--- src/rtl/pb_pkg.sv ---
package pb_pkg;

    typedef enum logic [1:0] {
        OP_READ  = 2'd0,
        OP_WRITE = 2'd1,
        OP_SET   = 2'd2,
        OP_CLEAR = 2'd3
    } op_e;

    localparam int unsigned ADDR_W   = 12;
    localparam logic [ADDR_W-1:0] ADR_OE  = 12'h803;
    localparam logic [ADDR_W-1:0] ADR_IN  = 12'h804;
    localparam logic [ADDR_W-1:0] ADR_OUT = 12'h805;

    typedef struct packed {
        logic oe;
        logic inp;
        logic outv;
        logic bad;
    } sel_t;

endpackage

--- src/rtl/pb_decode.sv ---
module pb_decode
    import pb_pkg::*;
#(
    parameter int unsigned AW = 12
) (
    input  logic          clk,
    input  logic          rst_n,
    input  logic          valid,
    input  logic [AW-1:0] addr,
    output sel_t          sel
);

    always_comb begin
        sel = '0;
        if (valid) begin
            unique case (addr)
                AW'(ADR_OE):  sel.oe   = 1'b1;
                AW'(ADR_IN):  sel.inp  = 1'b1;
                AW'(ADR_OUT): sel.outv = 1'b1;
                default:      sel.bad  = 1'b1;
            endcase
        end
    end


    one_select_chk: assert property (@(posedge clk) disable iff (!rst_n)
        valid |-> $countones({sel.oe, sel.inp, sel.outv, sel.bad}) == 1);


    idle_quiet_chk: assert property (@(posedge clk) disable iff (!rst_n)
        !valid |-> sel == '0);

endmodule

--- src/rtl/pb_chanreg.sv ---
module pb_chanreg
    import pb_pkg::*;
#(
    parameter int unsigned W  = 8,
    parameter int unsigned DW = 32
) (
    input  logic          clk,
    input  logic          rst_n,
    input  logic          hit,
    input  op_e           op,
    input  logic [DW-1:0] wdata,
    output logic [W-1:0]  q
);

    localparam int unsigned USED = (W < DW) ? W : DW;

    logic [W-1:0] operand;
    assign operand = W'(wdata[USED-1:0]);

    for (genvar i = 0; i < W; i++) begin : g_bit
        always_ff @(posedge clk or negedge rst_n) begin
            if (!rst_n) begin
                q[i] <= 1'b0;
            end else if (hit) begin
                unique case (op)
                    OP_WRITE: q[i] <= operand[i];
                    OP_SET:   if (operand[i]) q[i] <= 1'b1;
                    OP_CLEAR: if (operand[i]) q[i] <= 1'b0;
                    default:  ;
                endcase
            end
        end
    end


    set_ors_chk: assert property (@(posedge clk) disable iff (!rst_n)
        (hit && op == OP_SET) |=> ((q & $past(operand)) == $past(operand))
                                  && ((q & ~$past(operand)) == ($past(q) & ~$past(operand))));


    clear_ands_chk: assert property (@(posedge clk) disable iff (!rst_n)
        (hit && op == OP_CLEAR) |=> ((q & $past(operand)) == '0)
                                    && ((q & ~$past(operand)) == ($past(q) & ~$past(operand))));


    write_loads_chk: assert property (@(posedge clk) disable iff (!rst_n)
        (hit && op == OP_WRITE) |=> q == $past(operand));


    no_touch_hold_chk: assert property (@(posedge clk) disable iff (!rst_n)
        !(hit && op != OP_READ) |=> $stable(q));

endmodule

--- src/rtl/pb_sync.sv ---
module pb_sync #(
    parameter int unsigned W      = 8,
    parameter int unsigned STAGES = 2
) (
    input  logic         clk,
    input  logic         rst_n,
    input  logic [W-1:0] d,
    output logic [W-1:0] q
);

    logic [W-1:0] chain [STAGES];

    for (genvar s = 0; s < STAGES; s++) begin : g_stage
        always_ff @(posedge clk or negedge rst_n) begin
            if (!rst_n)      chain[s] <= '0;
            else if (s == 0) chain[s] <= d;
            else             chain[s] <= chain[(s == 0) ? 0 : s-1];
        end
    end

    assign q = chain[STAGES-1];

endmodule

--- src/rtl/csr_pinbank.sv ---
module csr_pinbank
    import pb_pkg::*;
#(
    parameter int unsigned CH = 8,
    parameter int unsigned AW = 12,
    parameter int unsigned DW = 32
) (
    input  logic          clk,
    input  logic          rst_n,
    input  logic          csr_valid,
    input  logic [AW-1:0] csr_addr,
    input  logic [1:0]    csr_op,
    input  logic [DW-1:0] csr_wdata,
    output logic [DW-1:0] csr_rdata,
    output logic          csr_illegal,
    output logic [CH-1:0] pin_out,
    output logic [CH-1:0] pin_oe,
    input  logic [CH-1:0] pin_in
);

    sel_t         sel;
    op_e          op;
    logic [CH-1:0] in_sync;
    logic [CH-1:0] out_q;
    logic [CH-1:0] oe_q;

    assign op = op_e'(csr_op);

    pb_decode #(.AW(AW)) u_dec (
        .clk   (clk),
        .rst_n (rst_n),
        .valid (csr_valid),
        .addr  (csr_addr),
        .sel   (sel)
    );

    pb_chanreg #(.W(CH), .DW(DW)) u_outlat (
        .clk   (clk),
        .rst_n (rst_n),
        .hit   (sel.outv),
        .op    (op),
        .wdata (csr_wdata),
        .q     (out_q)
    );

    pb_chanreg #(.W(CH), .DW(DW)) u_oemask (
        .clk   (clk),
        .rst_n (rst_n),
        .hit   (sel.oe),
        .op    (op),
        .wdata (csr_wdata),
        .q     (oe_q)
    );

    pb_sync #(.W(CH), .STAGES(2)) u_sync (
        .clk   (clk),
        .rst_n (rst_n),
        .d     (pin_in),
        .q     (in_sync)
    );

    always_comb begin
        csr_rdata = '0;
        unique case (1'b1)
            sel.oe:   csr_rdata = DW'(oe_q);
            sel.inp:  csr_rdata = DW'(in_sync);
            sel.outv: csr_rdata = DW'(out_q);
            default:  csr_rdata = '0;
        endcase
    end

    assign csr_illegal = sel.bad;
    assign pin_out     = out_q;
    assign pin_oe      = oe_q;


    illegal_reads_zero_chk: assert property (@(posedge clk) disable iff (!rst_n)
        csr_illegal |-> csr_rdata == '0);


    illegal_no_effect_chk: assert property (@(posedge clk) disable iff (!rst_n)
        csr_illegal |=> $stable(pin_out) && $stable(pin_oe));


    input_csr_ro_chk: assert property (@(posedge clk) disable iff (!rst_n)
        (csr_valid && csr_addr == AW'(ADR_IN)) |=> $stable(pin_out) && $stable(pin_oe));


    upper_zero_chk: assert property (@(posedge clk) disable iff (!rst_n)
        csr_rdata[DW-1:CH] == '0);

endmodule

--- config.mk ---
export PLATFORM = sky130hd
export DESIGN_NAME = csr_pinbank
export DESIGN_NICKNAME = d
export VERILOG_FILES = /design/src/rtl/pb_pkg.sv /design/src/rtl/pb_decode.sv /design/src/rtl/pb_chanreg.sv /design/src/rtl/pb_sync.sv /design/src/rtl/csr_pinbank.sv
export SDC_FILE = /design/constraint.sdc
export NUM_CORES = 1
export LEC_CHECK = 0
export ABC_AREA = 1
export BUFFER_PORTS_ARGS = -buffer_cell sky130_fd_sc_hd__buf_2
export CORE_ASPECT_RATIO = 1.25
export CORE_MARGIN = 1.5
export CORE_UTILIZATION = 40
export CTS_CLUSTER_DIAMETER = 120
export CTS_CLUSTER_SIZE = 24
export DETAILED_ROUTE_END_ITERATION = 8
export PLACE_DENSITY_LB_ADDON = 0.25
export SLEW_MARGIN = 20
export SYNTH_ARGS = -nofsm -noshare
export SYNTH_HDL_FRONTEND = slang
export SYNTH_SLANG_ARGS = --single-unit
--- constraint.sdc ---
create_clock -name clk -period 0.8 [get_ports clk]
set_input_delay 0.08 -clock clk [delete_from_list [all_inputs] [get_ports clk]]
set_output_delay 0.08 -clock clk [all_outputs]
set_load 0.03 [all_outputs]
# == Yosys cells after proc, flatten, opt, wreduce, memory -nomap -nowiden ==
# Index checks and enable logic that the tools add are counted.
# word_totals
register_bits,32
inputBits,57
# classes
eq_ne,22
muxes,30
n_reduce_logical,18
# ops
op,n
$reduce_and A4 Y1,16
$eq A12 B12 Y1 const B,3
$ne A2 B2 Y1 const B,16
$pmux W1 S3,8
$pmux W8 S3,1
$mux W1,20
$eq A2 B2 Y1 const B,2
$mux W4,1
$reduce_bool A3 Y1,1
$reduce_or A3 Y1,1
$eq A2 B1 Y1 const B,1

# == Longest topological paths before layout ==
# depth
word_depth,5
depth_mapped,8
mapped_depth_nobuf,8

# == Hierarchy ==
# A second synthesis with hierarchy kept.
# unflattened
hier_cells,247
area_unflattened_um2,1938.1
# modules_own_cells
module,n_inst,cells_per_inst,area_per_inst_um2,seq_area_each_um2
pb_chanreg,2,64,504.2,200.2
pb_sync,1,24,460.4,400.4
csr_pinbank,1,60,329.1,0.0
pb_decode,1,35,140.1,0.0

# == Worst setup path after synthesis ==
# Ideal clock, no wire load.
# synth_timing
path_type,input to output
from,input port csr_addr[10]
to,output port csr_illegal
t_arrival_ps,1092
required_time_ps,720
setup_slack_ps,-372
path_stages,6
n_path_buf,0
path_cell_list,inv_2 -> nand4_2 -> nor2_4 -> nand2_1 -> nand2_1 -> nor3_1
# synth_via
elab_chain_len,4
word_cells_on_any_way,6
# synth_rtl
element,line,source
from (decl),csr_pinbank.sv:11,"input logic [AW-1:0] csr_addr,"
$eq A12 B12 Y1,pb_decode.sv:16,unique case (addr)
$reduce_or A3 Y1 (no source line) *,n/a,
$mux W1 *,pb_decode.sv:16,
$mux W4 *,pb_decode.sv:15,if (valid) begin
to (decl),csr_pinbank.sv:15,"output logic csr_illegal,"
# Mark *: on every way between the ends. The rest lies on a longest branch, timed or not.

# == Worst setup path after layout ==
# layout_timing
from,input port csr_addr[4]
to,output port csr_rdata[3]
# layout_via
elab_chain_len,4
word_cells_on_any_way,8
# layout_rtl
element,line,source
$eq A12 B12 Y1,pb_decode.sv:16,
$mux W1,pb_decode.sv:16,
$mux W4 *,pb_decode.sv:15,
$pmux W8 S3 *,csr_pinbank.sv:64,unique case (1'b1)
to (decl),csr_pinbank.sv:14,"output logic [DW-1:0] csr_rdata,"
# Marked as above.

==> out/results.ini <==
[synth]
post_synth_instance_area_um2 = 1887
synth.yosys.warnings = 0
netlist-cell-type-count = 23
syn_avg_cell_area_um2 = 7.995
synth_seq_cells = 32
seq_area_frac_synth_pct = 42.44
syn_inst = 236

[clock_network]
cts.clk_slew.worst_paths_ps = 70
cts_tree = done
clock-sinks = 32
clock_path_buffers = 2
clk_lat_worst_skew_ps = 280
root_buf_cell = sky130_fd_sc_hd__clkbuf_8
cts_max_level = 2
cts_made_buffers = 5

[worst_setup_path]
worst-endpoint-required_ps = 720
critical_path.max_stage_delay_ps = 180
cp-end-kind = primary output
crit_type = input pin to primary output
critPathBufInv = 4
cp_cell_sequence = buf_8 > inv_4 > nand2_4 > nor2_4 > nand2_2 > nor3_4 > buf_6 > nand2_2 > nand3_2 > buf_6
critical_path.startpoint_type = input pin
path_delay_family = simple AND/OR/NAND/NOR gates
critical_path_arrival_ps = 1110
critical_path_peak_fanout = 5
critical_path.slowest_cell = sky130_fd_sc_hd__nor3_4

[die]
start_util_pct = 42.31
die_x_um = 64.43
die_h_um = 79.79
io_pins = 106
fp.coreArea_um2 = 4459
std_cell_rows = 27
fp.dieArea_um2 = 5141

[timing]
setup_repair_after_global_routing_missed_its_margin = true
setup_tns_ps = -8561
finalSetupViolCount = 41
finalWorstSetupSlack_ps = -391.4
finalClockSkew_ps = 3.461
slew_violations = 0
timing.final.crit_period_ps = 1191
fin_crit_sh_pct = 148.9
timing.fmax_mhz = 839.4
number_of_failing_hold_endpoints_at_the_final_stage = 0

[finish]
n_fill_cell = 347
multi_input_area_um2 = 1105
num_antenna_cells = 0
proportion_of_layout_cells_with_a_drive_suffix_above_1_pct = 48.55
most-common-layout-cells = sky130_fd_sc_hd__nand2_1 (48), sky130_fd_sc_hd__buf_6 (46), sky130_fd_sc_hd__dfrtp_1 (31)
layout_commonest_cell = sky130_fd_sc_hd__nand2_1
seqCellArea_um2 = 802.0
nets = 400
postLayoutCellArea_um2 = 3234
finish.utilization_pct = 72.53
areaGrowthSynthToFinish_pct = 71.42

[route]
avgRoutedWirePerCell_um = 14.27
detailedRoute.firstPassIterationCount = 4
wire_length_after_detailed_routing_um = 5737
num_vias = 1974
ant_nets = 0
detail_route.drc_violations = 0
drt_iter0_drc = 47
routed_via_density = 4.910

[placement]
dp_hpwl_um = 3934
globalplace.congestion = 0.8283
place.port_buffers = 57
detailed_place.area_um2 = 2589

[global_routing]
first_pass_grt_wire_length_um = 9425
globalRoute.totalOverflow = 0
groute.usage.overall_pct = 24.35
number_of_antenna_violations_at_the_first_check_in_global_routing = 0
grt_start_max_net_pins = 20
grt_pass1_vias = 2091

[pwr]
ir_worst_vdd_uv = 1623
p_leak_nw = 1.728
design_power_total_mw = 3.945
p_per_area_nw_per_um2 = 1220

[run_status]
status = complete, but fails checks
failed_checks = setup timing

[job]
maximum_capacitance_violations = 0

[min_path]
min-delay-path-class = input pin to flop

[sequential cells by signal (all words and copies together) (netlist names)]
name,cells
u_sync.chain,8
u_oemask.q,8
u_outlat.q,8
u_sync.q,8
[cell type report]
class | instances | share of cell area (%)
multi-input combinational | 174 | 34.16
timing repair buffer | 106 | 30.95
sequential | 32 | 24.80
inverter | 24 | 4.526
clock buffer | 6 | 2.244
tap | 58 | 2.244
clock inverter | 2 | 1.083
[metrics by stage]
stage	hold slack (ps)	setup slack, ps	instances
5_1_grt	167.5	-444.4	402
6_report	137.1	-391.4	402
3_5_place_dp	31.16	-537.7	380
4_1_cts	134.8	-426.2	402
3_3_place_gp	26.55	-528.3	380
2_1_floorplan	-215.6	-154.6	259
[kinds of logic after synthesis]
logic type	Yosys count	synth area share [%]
AO/OA/AOI/OAI	9	2.387
buffers and inverters	53	15.72
flip-flops	32	42.44
other	1	0.1987
AND/OR/NAND/NOR	141	39.26
[report_power, final]
part / internal, mW / leakage, nW / switching [mW]
registers: 1.66 / 0.408 / 0.0134
clock network: 0.923 / 0.0552 / 0.583
logic: 0.276 / 1.26 / 0.489
[cell usage after synthesis, drive strengths merged]
cell    number  share of area, %
nand2       67                14
dfrtp       32                42
nand4       31                11
buf         27                10
inv         23               4.6
nor2        22               7.0
nand3       17               4.8
o21ai        9               2.4
nor3         4               1.9
clkbuf       2              0.40
clkinv       1              0.26
conb         1              0.20
[tightest hold or removal path: cells and delay by family]
family,cells,cell delay (ps)
compound gates,1,120
buf+inv,1,90
simple gates,2,100
[layer usage]
metal,vias to the layer above,track usage (%),wire (um)
met4,0,11.06,184
met5,-,0,0
met2,80,45.73,3307
met3,19,4.937,308
met1,934,25.84,1936
li1,941,-,-
[worst paths after layout]
kind	depth (start not counted)	to	start	slack (ps)
max reg2reg	4	u_oemask.q[3]	u_oemask.q[3]	-60
min	4	u_oemask.q[2]	csr_wdata[2]	140
max	10	csr_rdata[3]	csr_addr[4]	-390
min reg2reg	0	u_sync.q[2]	u_sync.chain[10]	340
min in group asynchronous	3	u_sync.chain[8]	rst_n	300
max in group asynchronous	3	u_sync.chain[15]	rst_n	250
[timing repair]
action / CTS / global route
hold buffers: 9 / 0
setup buffers: 9 / 1
pin swaps: 27 / 16
gates cloned: 0 / 0
endpoints found under the setup margin: 41 / 41
endpoints found under the hold margin: 40 / 0
resized for setup: 110 / 14
(Power assumes the default switching activity.)
